**src/rtl/pllser_pkg.sv**
```systemverilog
package pllser_pkg;
  localparam int WORD_W = 16;
  localparam int MODE_W = 2;
  localparam int OPT_W  = 2;
  localparam int CAP_W  = 4;
  localparam int DATA_W = WORD_W - MODE_W;
  localparam int REF_W  = DATA_W - OPT_W;
  localparam int CNT_W  = $clog2(WORD_W + 2);

  typedef enum logic [MODE_W-1:0] {
    DST_TX  = 2'b00,
    DST_RX  = 2'b01,
    DST_CTL = 2'b10,
    DST_REF = 2'b11
  } dest_e;
endpackage

```
**src/rtl/pllser_sync.sv**
```systemverilog
module pllser_sync #(
  parameter int STAGES = 2,
  parameter int W      = 3
) (
  input  logic         clk,
  input  logic         rst_n,
  input  logic [W-1:0] d,
  output logic [W-1:0] q
);
  logic [STAGES-1:0][W-1:0] chain_q, chain_d;

  always_comb begin
    chain_d[0] = d;
    for (int g = 1; g < STAGES; g++) chain_d[g] = chain_q[g-1];
  end

  always_ff @(posedge clk or negedge rst_n) begin
    if (!rst_n) chain_q <= '0;
    else        chain_q <= chain_d;
  end

  assign q = chain_q[STAGES-1];
endmodule

```
**src/rtl/pllser_frame.sv**
```systemverilog
module pllser_frame #(
  parameter int WORD_W = 16,
  parameter int CNT_W  = 5
) (
  input  logic              clk,
  input  logic              rst_n,
  input  logic              sclk_s,
  input  logic              sdat_s,
  input  logic              sen_s,
  output logic [WORD_W-1:0] shift_q,
  output logic [CNT_W-1:0]  cnt_q,
  output logic              end_low,
  output logic              end_high
);
  localparam logic [CNT_W-1:0] CNT_MAX = CNT_W'(WORD_W + 1);

  logic              sclk_d, sen_d;
  logic              bit_stb, en_edge;
  logic [WORD_W-1:0] shift_n;
  logic [CNT_W-1:0]  cnt_n;

  assign bit_stb  = sclk_s & ~sclk_d;
  assign en_edge  = sen_s ^ sen_d;
  assign end_low  = sen_s & ~sen_d;
  assign end_high = ~sen_s & sen_d;

  always_comb begin
    shift_n = shift_q;
    cnt_n   = cnt_q;
    if (bit_stb) shift_n = {shift_q[WORD_W-2:0], sdat_s};
    if (en_edge)
      cnt_n = bit_stb ? CNT_W'(1) : '0;
    else if (bit_stb && cnt_q != CNT_MAX)
      cnt_n = cnt_q + 1'b1;
  end

  always_ff @(posedge clk or negedge rst_n) begin
    if (!rst_n) begin
      sclk_d  <= 1'b0;
      sen_d   <= 1'b0;
      shift_q <= '0;
      cnt_q   <= '0;
    end else begin
      sclk_d  <= sclk_s;
      sen_d   <= sen_s;
      shift_q <= shift_n;
      cnt_q   <= cnt_n;
    end
  end

  AST_CNT_BOUND: assert property (@(posedge clk) disable iff (!rst_n)
    cnt_q <= CNT_MAX);
  AST_EDGE_CLEARS: assert property (@(posedge clk) disable iff (!rst_n)
    (sen_s != sen_d) |=> cnt_q <= CNT_W'(1));
endmodule

```
**src/rtl/pllser_regs.sv**
```systemverilog
module pllser_regs
  import pllser_pkg::*;
(
  input  logic              clk,
  input  logic              rst_n,
  input  logic [WORD_W-1:0] shift_q,
  input  logic [CNT_W-1:0]  cnt_q,
  input  logic              end_low,
  input  logic              end_high,
  output logic [DATA_W-1:0] tx_q,
  output logic [DATA_W-1:0] rx_q,
  output logic [DATA_W-1:0] ctl_q,
  output logic [REF_W-1:0]  ref_q,
  output logic [OPT_W-1:0]  opt_q,
  output logic [CAP_W-1:0]  cap_q
);
  logic              word_ok, cap_ok;
  dest_e             dst;
  logic [DATA_W-1:0] payload;
  logic [DATA_W-1:0] tx_n, rx_n, ctl_n;
  logic [REF_W-1:0]  ref_n;
  logic [OPT_W-1:0]  opt_n;
  logic [CAP_W-1:0]  cap_n;

  assign word_ok = end_low && (cnt_q == CNT_W'(WORD_W));
  assign cap_ok  = end_high && (cnt_q >= CNT_W'(CAP_W));
  assign dst     = dest_e'(shift_q[MODE_W-1:0]);
  assign payload = shift_q[WORD_W-1:MODE_W];

  always_comb begin
    tx_n  = tx_q;
    rx_n  = rx_q;
    ctl_n = ctl_q;
    ref_n = ref_q;
    opt_n = opt_q;
    cap_n = cap_q;
    if (word_ok) begin
      case (dst)
        DST_TX:  tx_n  = payload;
        DST_RX:  rx_n  = payload;
        DST_CTL: ctl_n = payload;
        DST_REF: begin
          ref_n = payload[DATA_W-1:OPT_W];
          opt_n = payload[OPT_W-1:0];
        end
        default: ;
      endcase
    end
    if (cap_ok) cap_n = shift_q[CAP_W-1:0];
  end

  always_ff @(posedge clk or negedge rst_n) begin
    if (!rst_n) begin
      tx_q  <= '0;
      rx_q  <= '0;
      ctl_q <= '0;
      ref_q <= '0;
      opt_q <= '0;
      cap_q <= '0;
    end else begin
      tx_q  <= tx_n;
      rx_q  <= rx_n;
      ctl_q <= ctl_n;
      ref_q <= ref_n;
      opt_q <= opt_n;
      cap_q <= cap_n;
    end
  end

  AST_ONE_TARGET: assert property (@(posedge clk) disable iff (!rst_n)
    $countones({!$stable(tx_q), !$stable(rx_q), !$stable(ctl_q), !$stable(ref_q)}) <= 1);
  AST_TX_AT_EDGE: assert property (@(posedge clk) disable iff (!rst_n)
    !$stable(tx_q) |-> $past(end_low));
  AST_REF_FULL_LEN: assert property (@(posedge clk) disable iff (!rst_n)
    !$stable(ref_q) |-> $past(cnt_q) == CNT_W'(WORD_W));
  AST_CAP_ON_FALL: assert property (@(posedge clk) disable iff (!rst_n)
    !$stable(cap_q) |-> $past(end_high));
endmodule

```
**src/rtl/pllser_top.sv**
```systemverilog
module pllser_top
  import pllser_pkg::*;
#(
  parameter int SYNC_STAGES = 2
) (
  input  logic              clk,
  input  logic              rst_n,
  input  logic              ser_clk,
  input  logic              ser_dat,
  input  logic              ser_en,
  output logic [DATA_W-1:0] tx_div,
  output logic [DATA_W-1:0] rx_div,
  output logic [DATA_W-1:0] ctl_word,
  output logic [1:0]        clk_div_sel,
  output logic              clk_out_en,
  output logic [REF_W-1:0]  ref_div,
  output logic [OPT_W-1:0]  ref_opt,
  output logic [CAP_W-1:0]  cap_sel
);
  logic [1:0]        rst_pipe;
  logic              rst_s;
  logic [2:0]        lines_s;
  logic [WORD_W-1:0] shift_q;
  logic [CNT_W-1:0]  cnt_q;
  logic              end_low, end_high;

  always_ff @(posedge clk or negedge rst_n) begin
    if (!rst_n) rst_pipe <= '0;
    else        rst_pipe <= {rst_pipe[0], 1'b1};
  end
  assign rst_s = rst_pipe[1];

  pllser_sync #(.STAGES(SYNC_STAGES), .W(3)) u_sync (
    .clk(clk), .rst_n(rst_s),
    .d({ser_en, ser_dat, ser_clk}), .q(lines_s)
  );

  pllser_frame #(.WORD_W(WORD_W), .CNT_W(CNT_W)) u_frame (
    .clk(clk), .rst_n(rst_s),
    .sclk_s(lines_s[0]), .sdat_s(lines_s[1]), .sen_s(lines_s[2]),
    .shift_q(shift_q), .cnt_q(cnt_q),
    .end_low(end_low), .end_high(end_high)
  );

  pllser_regs u_regs (
    .clk(clk), .rst_n(rst_s),
    .shift_q(shift_q), .cnt_q(cnt_q),
    .end_low(end_low), .end_high(end_high),
    .tx_q(tx_div), .rx_q(rx_div), .ctl_q(ctl_word),
    .ref_q(ref_div), .opt_q(ref_opt), .cap_q(cap_sel)
  );

  assign clk_div_sel = ctl_word[1:0];
  assign clk_out_en  = ctl_word[2];
endmodule

```
**config.mk**
```make
export PLATFORM = sky130hd
export DESIGN_NAME = pllser_top
export DESIGN_NICKNAME = d
export VERILOG_FILES = /design/src/rtl/pllser_pkg.sv /design/src/rtl/pllser_sync.sv /design/src/rtl/pllser_frame.sv /design/src/rtl/pllser_regs.sv /design/src/rtl/pllser_top.sv
export SDC_FILE = /design/constraint.sdc
export NUM_CORES = 1
export LEC_CHECK = 0
export ABC_AREA = 1
export CAP_MARGIN = 20
export CORE_MARGIN = 4
export CORE_UTILIZATION = 42
export DETAILED_ROUTE_END_ITERATION = 8
export DONT_BUFFER_PORTS = 1
export SETUP_SLACK_MARGIN = 0.4
export SLEW_MARGIN = 20
export SYNTH_ARGS = -nofsm -noshare
export SYNTH_HDL_FRONTEND = slang
export SYNTH_SLANG_ARGS = --single-unit
```
**constraint.sdc**
```tcl
create_clock -name clk -period 3.87 [get_ports clk]
set_clock_uncertainty 0.2 [all_clocks]
set_input_delay 0.387 -clock clk [delete_from_list [all_inputs] [get_ports clk]]
set_output_delay 0.387 -clock clk [all_outputs]
set_load 0.02 [all_outputs]
```
; ---- Yosys cells after proc, flatten, opt, wreduce, memory -nomap -nowiden
; Cells that the tools add are included.
[word_totals]
ff_bits = 91
out_inout_bits = 63
word_cells = 39
[classes]
n_addsub = 1
n_lt_le_gt_ge = 1
eq_ne = 5
mux = 3
n_bitwise = 7
n_reduce_logical = 9
[op_table]
columns = op, count
row1 = $mux W5, 2
row2 = $reduce_and A2 Y1, 4
row3 = $add A5 B1 Y5 const B, 1
row4 = $eq A5 B5 Y1 const B, 1
row5 = $ge A5 B3 Y1 const B, 1
row6 = $ne A5 B5 Y1 const B, 1
row7 = $eq A2 B2 Y1 const B, 2
row8 = $and A1 B1 Y1, 3
row9 = $logic_and A1 B1 Y1, 3
row10 = $not A1 Y1, 3
row11 = $eq A2 B1 Y1 const B, 1
row12 = $logic_not A2 Y1, 1
row13 = $reduce_bool A2 Y1, 1
row14 = $mux W1, 1
row15 = $xor A1 B1 Y1, 1

; ---- Depth between registers and ports, before layout
; Gate-level depths: netlist (run 1).
[depth]
ltp_word = 5
ltp_mapped = 8
depth_no_buf = 7

; ---- Hierarchy
; A second synthesis (run 1) with hierarchy kept.
[hier_totals]
hier_cells = 413
area_unflattened_um2 = 3940.0
[modules_own_cells]
columns = mod, instances, cells_per_inst, area_each_um2
row1 = pllser_regs, 1, 280, 2647.5
row2 = pllser_frame, 1, 121, 1066.0
row3 = pllser_sync, 1, 6, 150.1
row4 = pllser_top, 1, 6, 76.3

; ---- Worst setup path before layout (run 1)
; Ideal clock, no wire load.
[synth_path]
path_kind = flip-flop to flip-flop
from = register u_frame.cnt_q[0]
to = register u_regs.rx_q[12]
setup_ns = 0.121
t_arrival_ns = 1.299
required_ns = 3.549
slack_ns = 2.251
stages_incl_launch_ff = 9
path_buffers = 1
synth_period_minus_slack_ns = 1.619
path_cell_list = dfrtp_1 > inv_1 > ha_1 > nand2_1 > nor2_8 > nand2_4 > buf_6 > nand2_1 > o21ai_2
[synth_via]
elab_chain_cells = 3
[synth_lines]
columns = element, line_no
row1 = start: declaration, pllser_frame.sv:11  ; output logic [CNT_W-1:0] cnt_q,
row2 = start signal: assignment, pllser_frame.sv:47  ; cnt_q <= cnt_n;
row3 = $eq A5 B5 Y1, pllser_regs.sv:25  ; assign word_ok = end_low && (cnt_q == CNT_W'(WORD_W));
row4 = $logic_and A1 B1 Y1, pllser_regs.sv:25
row5 = $reduce_and A2 Y1 (no line), n/a
row6 = end signal: assignment, pllser_regs.sv:62  ; rx_q <= rx_n;
row7 = end: declaration, pllser_regs.sv:11  ; output logic [DATA_W-1:0] rx_q,
; No other way between the ends.
; A chain may end at the register's enable or synchronous reset.

; ---- Worst setup path after layout (run 1)
[layout_path]
from = register u_frame.sclk_d
to = register u_frame.cnt_q[4]
[layout_via]
elab_chain_cells = 4
[layout_lines]
columns = element, line_no
row1 = start: declaration, pllser_frame.sv:17  ; logic sclk_d, sen_d;
row2 = start signal: assignment, pllser_frame.sv:44  ; sclk_d <= sclk_s;
row3 = $not A1 Y1, pllser_frame.sv:22  ; assign bit_stb = sclk_s & ~sclk_d;
row4 = $and A1 B1 Y1, pllser_frame.sv:22
row5 = $logic_and A1 B1 Y1, pllser_frame.sv:33  ; else if (bit_stb && cnt_q != CNT_MAX)
row6 = $reduce_bool A2 Y1 (no line), n/a
; No other way between the ends.

==> out/qor.csv, run 1 <==
stage;metric;value;unit
logic_synthesis;synth_edf_count;0;
sta;setup_viol;0;
power_and_ir_drop;power.density;455;nW/um2
logic_synthesis;synthTopCellsByArea;dfrtp_1 (64%), nand2_1 (10%), o21ai_1 (5.8%);
routing;routed_wl;6560;um
layout;drive_gt1_share;10.5;%
logic_synthesis;yosysTopAreaCellShare;64.1;%
floorplanning;core_area;8220;um2
clocking;cts-resized-gates;0;
worst_setup_path;cp-start-kind;flop;
worst_setup_path;crit_start;u_frame.sclk_d;
placement;place.gp.congestion;0.789;
logic_synthesis;syn_area;3550;um2
routing;drt_first_pass_iters;4;
logic_synthesis;yosysWarnings;0;
placement;port_buffers;0;
layout;nets;350;
global_routing;grt_usage;14.4;%
global_routing;gr-usage-met2;22.0;%
routing;vias_per_cell;4.90;
logic_synthesis;yosysMostFrequentCell;nand2_1;
worst_setup_path;cp_max_fo;21;
clocking;cts.clk_slew.worst_paths;0.09;ns
layout;nFillCells;791;
worst_setup_path;rr_worst_depth;6;
sta;max_slew_margin;64.9;%
power_and_ir_drop;power;1.73;mW
logic_synthesis;syn_nets;349;
logic_synthesis;yosysSeqAreaShare;64.1;%
placement;preCtsSetupSlack;2.05;ns
global_routing;top_usage_layer;met2;
global_routing;grt_pass1_wl;11200;um
global_routing;grt_overflow;0;
logic_synthesis;syn_area_per_cell;10.5;um2
floorplanning;die_y;100;um
sta;fin_ws;2.05;ns
sta;period_share;47.1;%
placement;dpl.hpwl;4370;um
power_and_ir_drop;ir_drop;0.257;mV
worst_setup_path;path_cells;nor2_2 -> buf_4 -> nand2_1 -> nand2_1 -> nand2_1 -> nand2_1;
clocking;clkSinkCount;91;
global_routing;grt_pass1_vias;2192;
flow_run;max_cap_viol_count;0;
routing;drtIter0Drc;66;
worst_setup_path;worstSetupPathType;flop to flop;
routing;vias;2201;
clocking;cts_root_buf;clkbuf_8;
floorplanning;dieArea;10000;um2
sta;max_slew.worst_pin.slew;0.526;ns
routing;ant_nets;0;
global_routing;grt_antenna_before_repair;0;
routing;drc;0;
floorplanning;start_util;43.3;%
sta;clock.fmax;549;MHz
global_routing;grt_max_degree;90;
worst_setup_path;critPathBufInv;1;
worst_setup_path;timing.rr.start;u_frame.sclk_d;
sta;finalCriticalPeriod;1.82;ns
floorplanning;ios;68;
logic_synthesis;yosys.area.top_type;dfrtp_1;
sta;slew_violations;0;
global_routing;grt_util_met1;18.4;%
worst_setup_path;worstPathArrival;1.91;ns
worst_setup_path;crit_top_cell;nand2_1;
logic_synthesis;synth_ff_type;dfrtp_1;
sta;fin_tns_setup;0;ns
sta;rsz0062_at_grt;false;
logic_synthesis;async_flop_share;100;%
logic_synthesis;yosys-top-cells-count;nand2_1 (98), dfrtp_1 (91), o21ai_1 (41), inv_1 (24), o21ai_0 (20);
worst_setup_path;end_kind;flop;
layout;final_util;46.3;%
worst_setup_path;rr_endpoint;u_frame.cnt_q[4];
logic_synthesis;ys_types;19;
clocking;cts_buffer_depth;2;
min_path;hold_class;input pin to async pin;
worst_setup_path;r2r_slack;2.05;ns
clocking;cts_buffers;9;
worst_setup_path;crit_slowest_cell;nor2_2;
floorplanning;num_rows;33;
layout;multiInputGateArea;1050;um2
logic_synthesis;ys_ff_latch;91;
worst_setup_path;crit_family;simple AND/OR/NAND/NOR gates;
sta;hold_viol;0;
layout;antenna-diode-count;0;
power_and_ir_drop;power_leakage;1.82;nW
clocking;clock_latency;0.35;ns
global_routing;grt_util_met3;5.28;%
worst_setup_path;crit_required;3.96;ns
run_status;status;finished, final reports clean;
routing;wl_per_cell;14.6;um
worst_setup_path;critPathMaxStageDelay;0.43;ns
floorplanning;die_w;100;um
clocking;htreeDepth;3;
logic_synthesis;syn_inst;339;
layout;area_growth_syn_to_layout;7.11;%
layout;regArea;2280;um2
clocking;cts_tree;done;
==> layout make-up <==
class	count	share of cell area, %
Sequential cell	91	59.9
Inverter	24	2.37
Clock buffer	12	4.07
Multi-Input combinational cell	208	27.6
Timing Repair Buffer	6	1.97
Clock inverter	3	0.624
Tap cell	105	3.45
==> metal layers <==
layer	up-vias	wire, um
met5	-	0
met4	0	114
met3	7	493
met2	64	2980
met1	1039	2970
li1	1091	-
==> cell usage in the layout (no fill, tap or decap), types with 2 or more instances in the layout <==
| cell type | Yosys | routed |
|---|---|---|
| clkbuf_8 | 0 | 11 |
| clkinvlp_4 | 0 | 2 |
| dfrtp_1 | 91 | 90 |
| dlygate4sd3_1 | 0 | 4 |
| ha_1 | 5 | 5 |
| inv_1 | 24 | 24 |
| nand2_1 | 98 | 98 |
| nand2_4 | 5 | 5 |
| nand3_1 | 12 | 12 |
| nand4_1 | 4 | 4 |
| nor2_1 | 7 | 6 |
| o21ai_0 | 20 | 20 |
| o21ai_1 | 41 | 41 |
| o21ai_2 | 11 | 11 |
==> worst register-to-register path, delay by kind of cell, from the launching register on <==
kind | cells | cell delay (ns)
DFF | 1 | 0.37
and+or+nand+nor | 5 | 0.88
buffers and inverters | 1 | 0.32
==> metrics by stage <==
step / instances / hold slack, ns / area (um2)
final: 449 / 0.0542 / 3810
after global routing: 449 / 0.0233 / 3810
after CTS: 448 / 0.0293 / 3780
after detailed placement: 429 / -0.109 / 3560
after global placement: 429 / -0.109 / 3560
after floorplan: 339 / -0.109 / 3550
==> state kept, by name (all words and copies together) (netlist names) <==
register,cells
u_sync.q,3
u_sync.chain_d,3
u_frame.sen_d,1
u_regs.cap_q,4
u_regs.rx_q,14
u_frame.shift_q,16
u_frame.sclk_d,1
u_regs.opt_q,2
u_regs.tx_q,14
u_regs.ctl_q,14
u_frame.cnt_q,5
rst_pipe,2
u_regs.ref_q,12
==> worst max path at each step <==
stage                     cells past startpoint          endpoint  slack [ns]
after floorplan                               0  u_frame.cnt_q[0]        0.95
after global routing                          7  u_frame.cnt_q[4]        1.81
after detailed placement                      7  u_frame.cnt_q[4]        2.05
final                                         6  u_frame.cnt_q[4]        2.05
after CTS                                     7  u_frame.cnt_q[4]        2.03
after global placement                        7    u_regs.tx_q[4]        2.09
==> repair_timing <==
action,CTS,global route
buffers inserted,0,0
hold endpoints to repair,5,0
hold buffers,4,0
==> where the power goes <==
| part | switching [mW] | leakage, nW | internal, mW |
|---|---|---|---|
| Clock | 0.310 | 0.0847 | 0.266 |
| Combinational | 0.0935 | 0.502 | 0.0308 |
| Sequential | 0.0397 | 1.23 | 0.993 |
==> cell families after synthesis <==
logic type                 after synthesis  synth area share (%)
xor gates and xnor gates                 1                 0.246
and+or+nand+nor                        128                  15.9
other                                    1                 0.105
AOI/OAI and AO/OA                       73                  11.4
adders and majority gates                5                  1.76
DFF                                     91                  64.1
buffers and inverters                   40                  6.44
No activity file was read; power rests on OpenSTA's default activity.
==> run 2, diff against run 1 <==
clock period = 1.7 ns   (was 3.87 ns; I/O delays follow)
==> run 2 against run 1 <==
Effect of this change:
- core utilization up 6.2 points
- design area is 13% higher
- maximum frequency up 12%
- total power up 140%
- critical endpoint is now u_regs.rx_q[5]
- critical path depth up 1
- register-to-register slack got worse by 2.0 ns
==> out/qor.csv, run 2 (synthesized netlist as in run 1, its figures left out) <==
stage;metric;value;unit
run_status;status;finished, final reports clean;
global_routing;grt_pass1_wl;12400;um
layout;instances_no_fill;473;
worst_setup_path;cp_max_fo;14;
power_and_ir_drop;power;4.21;mW
routing;wl_per_cell;17.2;um
placement;dp.cells;438;
floorplanning;ios;68;
clocking;clock_latency;0.35;ns
layout;drive_gt1_share;25.3;%
layout;top_register;u_frame.shift_q;
sta;setup_viol;0;
clocking;cts_tree;done;
worst_setup_path;crit_required;1.75;ns
layout;area_growth_syn_to_layout;21.3;%
worst_setup_path;rr_worst_depth;7;
routing;drt_first_pass_iters;4;
layout;final_util;52.5;%
sta;rsz0062_at_grt;true;
routing;wl_met3;630;um
global_routing;grt_max_degree;59;
flow_run;max_cap_viol_count;0;
sta;period_share;95.5;%
routing;dr.max_layer_used;met4;
clocking;cts.clk_slew.worst_paths;0.09;ns
power_and_ir_drop;ir_drop;0.707;mV
placement;port_buffers;0;
routing;wl_met1;3450;um
global_routing;grt_pass1_vias;2376;
layout;nets;373;
clocking;clkSinkCount;91;
clocking;htreeDepth;3;
floorplanning;start_util;43.3;%
worst_setup_path;r2r_slack;0.08;ns
sta;hold_viol;0;
routing;wl_met2;3970;um
clocking;cts_root_buf;clkbuf_8;
worst_setup_path;rr_endpoint;u_regs.rx_q[5];
worst_setup_path;worstPathArrival;1.67;ns
power_and_ir_drop;power.density;976;nW/um2
layout;largest_reg_flops;16;
sta;slew_violations;0;
placement;place.gp.congestion;0.803;
layout;antenna-diode-count;0;
routing;drc;0;
layout;final_common_cell;dfrtp_1;
layout;layout_common_cells;dfrtp_1 (87), nand2_1 (80), o21ai_1 (46);
routing;ant_nets;0;
routing;drtIter0Drc;122;
floorplanning;core_area;8220;um2
global_routing;grt_usage;16.1;%
global_routing;grt_overflow;0;
sta;finalCriticalPeriod;1.62;ns
routing;vias;2443;
clocking;cts_buffer_depth;2;
sta;clock.fmax;616;MHz
min_path;hold_class;flop to async pin;
floorplanning;num_rows;33;
worst_setup_path;worstSetupPathType;flop to flop;
power_and_ir_drop;power_leakage;1.96;nW
floorplanning;die_w;100;um
floorplanning;dieArea;10000;um2
clocking;cts_buffers;9;
routing;vias_per_cell;5.16;
global_routing;grt_antenna_before_repair;0;
worst_setup_path;cp-start-kind;flop;
worst_setup_path;end_kind;flop;
floorplanning;die_y;100;um
placement;dpl.hpwl;4630;um
worst_setup_path;timing.rr.start;u_frame.cnt_q[3];
routing;routed_wl;8130;um
==> run 2: repair_timing <==
item / CTS / global route
endpoints found under the hold margin: 5 / 0
hold buffers: 5 / 0
buffers inserted: 6 / 0
resized for setup: 30 / 28
pin swaps: 2 / 6
setup endpoints to repair: 87 / 78
cloned: 3 / 5
==> run 2: cell type report <==
cell class                      count  area [um2]
Inverter                           24        93.8
Fill cell                         688        3900
Tap cell                          105         131
Multi-Input combinational cell    214        1310
Timing Repair Buffer               23         305
Clock buffer                       10         128
Sequential cell                    91        2280
Clock inverter                      6        65.1
==> run 2: power by group <==
group          switching (mW)  total (mW)  internal, mW
registers              0.0783        2.34          2.26
clock network           0.753        1.44         0.683
logic                   0.306       0.435         0.129
==> run 2: through the flow <==
stage	hold WS, ns	worst slack (ns)	cell area, um2	TNS [ns]
floorplan	-0.326	0.138	3580	0
global placement	-0.326	0.0914	3680	0
detailed placement	-0.326	0.0275	3680	0
CTS	0.145	0.0877	4150	0
global route	0.141	-0.0126	4310	-0.0214
finish	0.115	0.0766	4310	0
==> run 2: critical path, stage by stage, from the launching register on <==
cell and delay (ns):
dfrtp_1 0.42, nor2_4 0.18, nand2_4 0.08, nor2_8 0.17
buf_12 0.17, nand2_8 0.11, nand2_1 0.12, o21ai_2 0.06
==> run 2: layer usage <==
layer,vias to the layer above,GRT usage (%)
met5,-,0
met4,0,4.15
met3,6,7.02
met2,67,24.7
li1,1154,-
met1,1216,21.1
==> run 2: worst max path at each step <==
stage	cells after the start	to	slack (ns)	from
5_1_grt	8	u_regs.ref_q[3]	-0.01	u_frame.sen_d
6_report	7	u_regs.rx_q[5]	0.08	u_frame.cnt_q[3]
3_3_place_gp	7	u_regs.tx_q[9]	0.09	u_frame.sen_d
3_5_place_dp	6	u_regs.tx_q[6]	0.03	u_frame.cnt_q[3]
2_1_floorplan	8	u_regs.rx_q[12]	0.14	u_frame.cnt_q[0]
4_1_cts	8	u_regs.ctl_q[10]	0.09	u_frame.cnt_q[0]
